--- config.mk ---
export PLATFORM = sky130hd
export DESIGN_NAME = secrtc_core
export DESIGN_NICKNAME = d
export VERILOG_FILES = /design/src/rtl/secrtc_pkg.sv /design/src/rtl/secrtc_counter.sv /design/src/rtl/secrtc_irq.sv /design/src/rtl/secrtc_regif.sv /design/src/rtl/secrtc_core.sv
export SDC_FILE = /design/constraint.sdc
export NUM_CORES = 1
export LEC_CHECK = 0
export ABC_AREA = 1
export BUFFER_PORTS_ARGS = -buffer_cell sky130_fd_sc_hd__buf_2
export CAP_MARGIN = 20
export CORE_MARGIN = 5
export CORE_UTILIZATION = 55
export DETAILED_ROUTE_END_ITERATION = 8
export MAX_ROUTING_LAYER = met4
export PLACE_DENSITY = 0.76
export SETUP_SLACK_MARGIN = 0.4
export SLEW_MARGIN = 20
export SYNTH_ARGS = -nofsm -noshare
export SYNTH_HDL_FRONTEND = slang
export SYNTH_SLANG_ARGS = --single-unit
--- constraint.sdc ---
create_clock -name clk -period 3.1 [get_ports clk]
set_input_delay 0.31 -clock clk [delete_from_list [all_inputs] [get_ports clk]]
set_output_delay 0.31 -clock clk [all_outputs]
set_load 0.02 [all_outputs]
--- src/rtl/secrtc_pkg.sv ---
package secrtc_pkg;

    localparam int DATA_W = 32;
    localparam int WIDX_W = 3;

    // Word index of each register (byte offset / 4).
    typedef enum logic [WIDX_W-1:0] {
        W_VALUE = 3'd0,
        W_MATCH = 3'd1,
        W_LOAD  = 3'd2,
        W_CTRL  = 3'd3,
        W_MASK  = 3'd4,
        W_RAW   = 3'd5,
        W_MSKD  = 3'd6,
        W_ICLR  = 3'd7
    } word_e;

    // Decoded write strobes, one per writable register.
    typedef struct packed {
        logic match;
        logic load;
        logic ctrl;
        logic mask;
        logic iclr;
    } wstrb_t;

    localparam wstrb_t WSTRB_NONE = '{default: 1'b0};

    function automatic wstrb_t decode_write(input logic hit, input word_e w);
        wstrb_t s;
        s = WSTRB_NONE;
        if (hit) begin
            unique case (w)
                W_MATCH: s.match = 1'b1;
                W_LOAD:  s.load  = 1'b1;
                W_CTRL:  s.ctrl  = 1'b1;
                W_MASK:  s.mask  = 1'b1;
                W_ICLR:  s.iclr  = 1'b1;
                default: s = WSTRB_NONE;
            endcase
        end
        return s;
    endfunction

endpackage

--- src/rtl/secrtc_counter.sv ---
module secrtc_counter #(
    parameter int CNT_W = 32
) (
    input  logic             clk,
    input  logic             rst,
    input  logic             tick,
    input  logic             run,
    input  logic             load_en,
    input  logic [CNT_W-1:0] load_val,
    input  logic [CNT_W-1:0] match_val,
    output logic [CNT_W-1:0] cnt_q,
    output logic             hit
);
    logic [CNT_W-1:0] cnt_nxt;
    logic             step;

    assign cnt_nxt = cnt_q + CNT_W'(1);
    assign step    = tick && run && !load_en;
    // The alarm fires on the step that lands on the compare value.
    assign hit     = step && (cnt_nxt == match_val);

    always_ff @(posedge clk) begin
        if (rst) begin
            cnt_q <= '0;
        end else if (load_en) begin
            cnt_q <= load_val;
        end else if (step) begin
            cnt_q <= cnt_nxt;
        end
    end
endmodule

--- src/rtl/secrtc_irq.sv ---
module secrtc_irq (
    input  logic clk,
    input  logic rst,
    input  logic set_ev,
    input  logic clr_ev,
    input  logic mask_bit,
    output logic raw_q,
    output logic masked,
    output logic irq
);
    always_ff @(posedge clk) begin
        if (rst) begin
            raw_q <= 1'b0;
        end else if (set_ev) begin
            raw_q <= 1'b1;          // a set beats a clear on the same edge
        end else if (clr_ev) begin
            raw_q <= 1'b0;
        end
    end

    assign masked = raw_q & mask_bit;
    assign irq    = masked;
endmodule

--- src/rtl/secrtc_regif.sv ---
module secrtc_regif
    import secrtc_pkg::*;
#(
    parameter int ADDR_W = 6,
    parameter int CNT_W  = 32
) (
    input  logic              clk,
    input  logic              rst,
    input  logic              sel,
    input  logic              wr,
    input  logic [ADDR_W-1:0] addr,
    input  logic [DATA_W-1:0] wdata,
    input  logic [CNT_W-1:0]  cnt,
    input  logic              raw,
    input  logic              masked,
    output logic [DATA_W-1:0] rdata,
    output logic              load_en,
    output logic [CNT_W-1:0]  load_val,
    output logic [CNT_W-1:0]  match_q,
    output logic              run_q,
    output logic              mask_q,
    output logic              clr_ev
);
    localparam int IDX_W = ADDR_W - 2;

    logic [IDX_W-1:0] idx;
    logic             mapped;
    word_e            word;
    wstrb_t           ws;
    logic [CNT_W-1:0] load_shadow_q;

    assign idx    = addr[ADDR_W-1:2];
    assign mapped = (addr[1:0] == 2'b00) && (idx < IDX_W'(8));
    assign word   = word_e'(idx[WIDX_W-1:0]);
    assign ws     = decode_write(sel && wr && mapped, word);

    assign load_en  = ws.load;
    assign load_val = wdata[CNT_W-1:0];
    assign clr_ev   = ws.iclr && wdata[0];

    always_ff @(posedge clk) begin
        if (rst) begin
            match_q       <= '0;
            load_shadow_q <= '0;
            run_q         <= 1'b1;
            mask_q        <= 1'b0;
        end else begin
            if (ws.match) match_q       <= wdata[CNT_W-1:0];
            if (ws.load)  load_shadow_q <= wdata[CNT_W-1:0];
            if (ws.ctrl)  run_q         <= wdata[0];
            if (ws.mask)  mask_q        <= wdata[0];
        end
    end

    always_comb begin
        rdata = '0;
        if (sel && !wr && mapped) begin
            unique case (word)
                W_VALUE: rdata = DATA_W'(cnt);
                W_MATCH: rdata = DATA_W'(match_q);
                W_LOAD:  rdata = DATA_W'(load_shadow_q);
                W_CTRL:  rdata = DATA_W'(run_q);
                W_MASK:  rdata = DATA_W'(mask_q);
                W_RAW:   rdata = DATA_W'(raw);
                W_MSKD:  rdata = DATA_W'(masked);
                default: rdata = '0;
            endcase
        end
    end
endmodule

--- src/rtl/secrtc_core.sv ---
module secrtc_core
    import secrtc_pkg::*;
#(
    parameter int ADDR_W = 6,
    parameter int CNT_W  = 32
) (
    input  logic              clk,
    input  logic              rst,
    input  logic              tick_1hz,
    input  logic              bus_sel,
    input  logic              bus_wr,
    input  logic [ADDR_W-1:0] bus_addr,
    input  logic [31:0]       bus_wdata,
    output logic [31:0]       bus_rdata,
    output logic              alarm_irq
);
    logic [CNT_W-1:0] cnt_q;
    logic [CNT_W-1:0] match_q;
    logic [CNT_W-1:0] load_val;
    logic             load_en;
    logic             run_q;
    logic             mask_q;
    logic             clr_ev;
    logic             hit;
    logic             raw_q;
    logic             masked;

    secrtc_regif #(.ADDR_W(ADDR_W), .CNT_W(CNT_W)) u_regif (
        .clk(clk), .rst(rst), .sel(bus_sel), .wr(bus_wr), .addr(bus_addr),
        .wdata(bus_wdata), .cnt(cnt_q), .raw(raw_q), .masked(masked),
        .rdata(bus_rdata), .load_en(load_en), .load_val(load_val),
        .match_q(match_q), .run_q(run_q), .mask_q(mask_q), .clr_ev(clr_ev)
    );

    secrtc_counter #(.CNT_W(CNT_W)) u_counter (
        .clk(clk), .rst(rst), .tick(tick_1hz), .run(run_q),
        .load_en(load_en), .load_val(load_val), .match_val(match_q),
        .cnt_q(cnt_q), .hit(hit)
    );

    secrtc_irq u_irq (
        .clk(clk), .rst(rst), .set_ev(hit), .clr_ev(clr_ev),
        .mask_bit(mask_q), .raw_q(raw_q), .masked(masked), .irq(alarm_irq)
    );
endmodule

==> results.sh, run 1 <==
export IMPL_status="finished, final reports clean"
export IMPL_finalWorstPathRequiredPeriod_ps=2300
export IMPL_timing_slew_headroom=0.426
export IMPL_clock_sink_count=99
export IMPL_clock_skew_ps=14.8
export IMPL_place_inst=1179
export IMPL_register_area_um2=1980
export IMPL_tightestPinTransition_ps=859
export IMPL_cts_repair_resized_insts=0
export IMPL_clk_pin_slew_ps=100
export IMPL_portBuffers=75
export IMPL_setup_tns_final_ps=0
export IMPL_grt_pass1_vias=5984
export IMPL_number_of_vias_after_detailed_routing=6520
export IMPL_yosysSeqAreaShare=0.330
export IMPL_die_height_um=114
export IMPL_insertion_delay_ps=400
export IMPL_met2RoutedLength_mm=8.13
export IMPL_fin_crit_sh=0.742
export IMPL_max_cap_viol_count=0
export IMPL_report_final_slew_viol_count=0
export IMPL_route_antenna_remaining_nets=0
export IMPL_post_synth_cell_area_avg_um2=6.06
export IMPL_post_route_drc_count=0
export IMPL_max_clock_freq_mhz=435
export IMPL_route_met3_wl_mm=1.54
export IMPL_cts_setup_buffers=0
export IMPL_ant_diodes=0
export IMPL_synth_cell_types=30
export IMPL_wl_mm=18.1
export IMPL_synth_seq_cells=99
export IMPL_setup_violations_final=0
export IMPL_antenna_violations_before_repair=0
export IMPL_netlist_area_um2=6000
export IMPL_crit_path_end_kind="flip-flop"
export IMPL_routed_via_density=5.46
export IMPL_place_congestion=0.994
export IMPL_timing_hold_worst_class="input pin to flip-flop"
export IMPL_globalRouteTotalUtil=0.290
export IMPL_critPathLaunchType="flip-flop"
export IMPL_wl_per_cell_um=15.2
export IMPL_cts_tree="done"
export IMPL_mappedNetlistNets=1035
export IMPL_timing_setup_critical_path_class="flip-flop to flip-flop"
export IMPL_max_used_layer="met4"
export IMPL_post_layout_nonfiller_instances=1194
export IMPL_cts_max_level=3
export IMPL_synthToLayoutAreaGrowth_pct=11.8
export IMPL_required_time_at_the_worst_slack_endpoint_ps=3430
export IMPL_post_route_cells_drive_above_1_share=0.122
export IMPL_chip_width_um=114
export IMPL_ioPinCount=76
export IMPL_hold_violations=0
export IMPL_syn_instance_count=991
export IMPL_floorplan_die_area_um2=13100
export IMPL_grt_start_max_net_pins=61
export IMPL_final_fill_count=1051
export IMPL_crit_fanout=7
export IMPL_power_static_leakage_nw=2.88
export IMPL_detailed_routing_wirelength_on_met1_mm=8.10
export IMPL_drt_first_iter_violations=609
export IMPL_dr_pass1_iters=6
export IMPL_start_util=0.556
export IMPL_place_detailed_hpwl_mm=12.8
export IMPL_synth_yosys_warnings=0
export IMPL_first_pass_grt_wire_length_mm=29.6
export IMPL_clockBufferDepth=2
export IMPL_unrepaired_setup_endpoints_after_global_routing="no"
export IMPL_layout_nets=1094
export IMPL_power_ir_vdd_worst_mv=0.391
export IMPL_master_cell_of_the_clock_root_buffer="clkbuf_8"
export IMPL_placeableCoreArea_um2=10800
export IMPL_multi_input_comb_area_um2=3400
export IMPL_powerDensity_nw_per_um2=346
export IMPL_total_gr_overflow=0
export IMPL_cts_hold_buffers=0
export IMPL_row_count=38
export IMPL_cp_data_arrival_time_ps=2630
export IMPL_fin_hold_ws_ps=159
export IMPL_numCtsBuffers=9
-- through the flow --
step | cell area [um^2] | power, mW | utilization | worst slack (ps)
5_1_grt | 6710 | 2.40 | 0.622 | 630
4_1_cts | 6710 | 2.33 | 0.622 | 821
3_5_place_dp | 6510 | 1.47 | 0.603 | 854
2_1_floorplan | 6000 | 1.40 | - | 1290
3_3_place_gp | 6510 | 1.47 | 0.603 | 877
6_report | 6710 | 2.33 | 0.622 | 800
-- registers in the layout, indices dropped and copies added, names as in the netlist --
name                   cells
u_irq.raw_q                1
u_counter.cnt_q           32
u_regif.run_q              1
u_regif.mask_q             1
u_regif.load_shadow_q     32
u_regif.match_q           32
-- cell type report --
cell class                      instances  area share
Tap cell                              140      0.0261
Multi-Input combinational cell        726       0.507
Inverter                              127      0.0710
Sequential cell                        99       0.295
Timing Repair Buffer                   87      0.0712
Clock inverter                          4     0.00745
Clock buffer                           11      0.0225
-- worst max-delay path, cell delays in order, from the launching register on --
cell and delay (ps):
dfxtp_1 440, ha_1 240, nand2_2 100, nor2_4 200, nand2_2 130, nor2_4 240, nand2_1 140, nand3_1 110
nand3_1 140, nor2_1 140, nand2_1 70, nor2_1 80, nand3_1 80, a21oi_1 130
-- where the power goes --
part | internal, mW | switching, mW | leakage [nW]
Clock | 0.411 | 0.470 | 0.0974
Sequential | 1.28 | 0.00682 | 0.798
Combinational | 0.0474 | 0.112 | 1.99
Total | 1.74 | 0.590 | 2.88
-- placed cells by master, fill, tap and decap left out, types with 23 or more instances in the layout --
master,instances
nand2_1,355
o221ai_1,23
nand3_1,84
nor2_1,79
o21ai_0,49
dfxtp_1,99
inv_1,119
a31oi_1,27
buf_2,75
a21oi_1,62
-- per-layer routing --
metal | GRT usage | vias up
met1 | 0.389 | 2919
li1 | - | 3302
met5 | - | -
met3 | 0.0571 | 28
met4 | 0.0855 | 0
met2 | 0.445 | 271
-- synth_stat cells --
| library cell | number | area [um^2] |
|---|---|---|
| o221ai_1 | 23 | 201 |
| clkbuf_1 | 29 | 109 |
| and2_1 | 1 | 6.26 |
| o21ai_1 | 3 | 15.0 |
| ha_1 | 1 | 12.5 |
| nor2_2 | 3 | 18.8 |
| inv_2 | 7 | 26.3 |
| nand3_1 | 84 | 420 |
| o211ai_1 | 7 | 52.6 |
| nand2_2 | 4 | 25.0 |
| nor3_1 | 2 | 10.0 |
| o21ai_0 | 49 | 245 |
| nor4_1 | 1 | 6.26 |
| xnor3_1 | 3 | 67.6 |
| a22oi_1 | 1 | 7.51 |
| nand3_2 | 2 | 20.0 |
| buf_2 | 8 | 40.0 |
| nand4_1 | 1 | 6.26 |
| inv_1 | 119 | 447 |
| a31oi_1 | 27 | 169 |
| nand2_1 | 355 | 1330 |
| nor2_4 | 8 | 90.1 |
| buf_1 | 2 | 7.51 |
| xnor2_1 | 1 | 8.76 |
| xor2_1 | 6 | 52.6 |
| a21oi_1 | 62 | 310 |
| dfxtp_1 | 99 | 1980 |
| clkinv_1 | 1 | 3.75 |
| nor2_1 | 81 | 304 |
| nand3b_1 | 1 | 7.51 |
-- path summary, 6_finish.rpt --
kind	start	to	slack, ps	depth (start not counted)
setup / recovery	u_counter.cnt_q[0]	u_irq.raw_q	800	13
hold / removal	bus_wdata[1]	u_regif.match_q[1]	160	3
hold reg to reg	u_regif.load_shadow_q[15]	u_regif.load_shadow_q[15]	460	2
setup reg to reg	u_counter.cnt_q[0]	u_irq.raw_q	800	13
-- cell families (layout without fill, tap and decap cells) --
| logic type | after synthesis | after routing | synth area share |
|---|---|---|---|
| AO/OA/AOI/OAI | 172 | 172 | 0.167 |
| XOR/XNOR | 10 | 10 | 0.0215 |
| adder cells (fa/ha/maj) | 1 | 1 | 0.00208 |
| buffers and inverters | 166 | 229 | 0.105 |
| flip-flops | 99 | 99 | 0.330 |
| AND/OR/NAND/NOR | 543 | 543 | 0.374 |
No activity file was read; power rests on OpenSTA's default activity.
==> run 2: changes to the inputs <==
- clock period: 3.1 -> 2.35 ns (I/O delays scaled with it)
==> run 2 against run 1 <==
Worst hold slack worse by 64 ps. Total power is 35% higher. Combinational power is 43% higher. First-iteration DRC count is 19% higher. Worst setup slack worse by 530 ps. Via count is 4.8% higher. Maximum frequency is 10% higher. Register-to-register slack worse by 530 ps. Count of clock-buffer cells in the layout is 1 lower.
==> results.sh, run 2 (synthesis gave the netlist of run 1 again) <==
export IMPL_timing_setup_critical_path_class="flip-flop to flip-flop"
export IMPL_master_cell_of_the_clock_root_buffer="clkbuf_8"
export IMPL_numCtsBuffers=9
export IMPL_power_ir_vdd_worst_mv=0.412
export IMPL_power_static_leakage_nw=3.08
export IMPL_crit_fanout=5
export IMPL_clk_pin_slew_ps=100
export IMPL_total_gr_overflow=0
export IMPL_report_final_slew_viol_count=0
export IMPL_first_pass_grt_wire_length_mm=31.2
export IMPL_start_util=0.556
export IMPL_cts_max_level=3
export IMPL_worst_path_buf_inv=1
export IMPL_grt_pass1_vias=6267
export IMPL_place_detailed_hpwl_mm=13.5
export IMPL_number_of_vias_after_detailed_routing=6836
export IMPL_timing_hold_worst_class="input pin to flip-flop"
export IMPL_max_clock_freq_mhz=480
export IMPL_required_time_at_the_worst_slack_endpoint_ps=2670
export IMPL_die_height_um=114
export IMPL_cpLargestDelayFamily="simple AND/OR/NAND/NOR gates"
export IMPL_row_count=38
export IMPL_reg_top3="u_counter.cnt_q (32), u_regif.load_shadow_q (32), u_regif.match_q (32)"
export IMPL_portBuffers=75
export IMPL_timing_slew_headroom=0.503
export IMPL_cts_tree="done"
export IMPL_drt_first_iter_violations=727
export IMPL_hold_end="u_regif.match_q[1]"
export IMPL_cts_hold_buffers=0
export IMPL_slowest_stage="dfxtp_4"
export IMPL_ant_diodes=0
export IMPL_route_antenna_remaining_nets=0
export IMPL_critical_path_cell_chain="ha_4 -> nand2_4 -> nor2_4 -> nand2_4 -> nor2_4 -> buf_6 -> nand3_2 -> nand3_2 -> nand2_1 -> nor2_2 -> nand2_1 -> nor2_1 -> nand3_1 -> a21oi_2"
export IMPL_clock_skew_ps=8.86
export IMPL_unrepaired_setup_endpoints_after_global_routing="yes"
export IMPL_r2r_setup_slack_ps=270
export IMPL_ioPinCount=76
export IMPL_critical_path_max_stage_delay_ps=390
export IMPL_reg2regPathDepth=14
export IMPL_regToRegEndpoint="u_irq.raw_q"
export IMPL_layout_common_cells="nand2_1, inv_1, dfxtp_1"
export IMPL_dr_pass1_iters=8
export IMPL_tightestPinTransition_ps=746
export IMPL_synthToLayoutAreaGrowth_pct=17.6
export IMPL_r2r_start="u_counter.cnt_q[1]"
export IMPL_wl_mm=19.4
export IMPL_hold_violations=0
export IMPL_post_route_drc_count=0
export IMPL_globalRouteTotalUtil=0.306
export IMPL_wl_per_cell_um=15.9
export IMPL_crit_path_end_kind="flip-flop"
export IMPL_finalWorstPathRequiredPeriod_ps=2080
export IMPL_max_cap_viol_count=0
export IMPL_place_congestion=0.958
export IMPL_clock_sink_count=99
export IMPL_setup_tns_final_ps=0
export IMPL_post_route_cells_drive_above_1_share=0.172
export IMPL_critical_path_cell_count=14
export IMPL_clockBufferDepth=2
export IMPL_fin_total_pwr_mw=3.13
export IMPL_fin_crit_sh=0.886
export IMPL_placeableCoreArea_um2=10800
export IMPL_cp_data_arrival_time_ps=2400
export IMPL_status="finished, final reports clean"
export IMPL_chip_width_um=114
export IMPL_setup_violations_final=0
export IMPL_worst_hold_path_num_cells=3
export IMPL_holdCritStartpoint="bus_wdata[1]"
export IMPL_critPathLaunchType="flip-flop"
export IMPL_layout_nets=1117
export IMPL_routed_via_density=5.62
export IMPL_layout_commonest_cell="nand2_1"
export IMPL_floorplan_die_area_um2=13100
export IMPL_grt_start_max_net_pins=61
export IMPL_powerDensity_nw_per_um2=444
export IMPL_antenna_violations_before_repair=0
export IMPL_insertion_delay_ps=380
==> run 2: cell type report <==
cell class              count  area, um^2
repair buffers            110         674
multi-input cells         726        3520
inverters                 127         477
clock inverters             5        78.8
clock buffers              10         128
flip-flops and latches     99        2000
fillers                  1045        3730
well taps                 140         175
==> run 2: per-stage QoR <==
| stage | area (um^2) | setup WS, ps | hold slack (ps) | util | std cells |
|---|---|---|---|---|---|
| global placement | 6580 | 231 | 449 | 0.610 | 1188 |
| detailed placement | 6580 | 224 | 452 | 0.610 | 1188 |
| finish | 7060 | 267 | 95.2 | 0.654 | 1217 |
| global route | 7060 | 158 | 94.4 | 0.654 | 1217 |
| CTS | 6960 | 386 | 86.5 | 0.645 | 1212 |
| floorplan | 6000 | 547 | 370 | - | 991 |
==> run 2: tightest hold or removal path: stages <==
cell and delay (ps):
buf_2 90, nor2_1 40, nor2_1 80
==> run 2: worst max path at each step <==
stage | start | endpoint | slack [ps]
floorplan | u_counter.cnt_q[0] | u_irq.raw_q | 550
global placement | u_counter.cnt_q[0] | u_irq.raw_q | 230
detailed placement | u_counter.cnt_q[0] | u_irq.raw_q | 220
CTS | u_counter.cnt_q[1] | u_irq.raw_q | 390
global route | u_counter.cnt_q[1] | u_irq.raw_q | 160
finish | u_counter.cnt_q[1] | u_irq.raw_q | 270
==> run 2: power by group <==
group | switching, mW | internal [mW] | total [mW]
Sequential | 0.0106 | 1.68 | 1.69
Clock | 0.616 | 0.593 | 1.21
Combinational | 0.155 | 0.0744 | 0.229
Total | 0.782 | 2.35 | 3.13
==> run 2: repair_timing <==
item	in CTS	in global routing
setup buffers	9	5
pin swaps	17	12
gates resized for setup	32	18
setup endpoints to repair	1	15
cloned	0	0
==> run 2: routing by layer <==
| metal | wire, um | GRT usage | up-vias |
|---|---|---|---|
| li1 | - | - | 3357 |
| met1 | 8400 | 0.409 | 3088 |
| met2 | 8630 | 0.473 | 354 |
| met3 | 1870 | 0.0518 | 37 |
| met4 | 503 | 0.0966 | 0 |
| met5 | 0 | - | - |
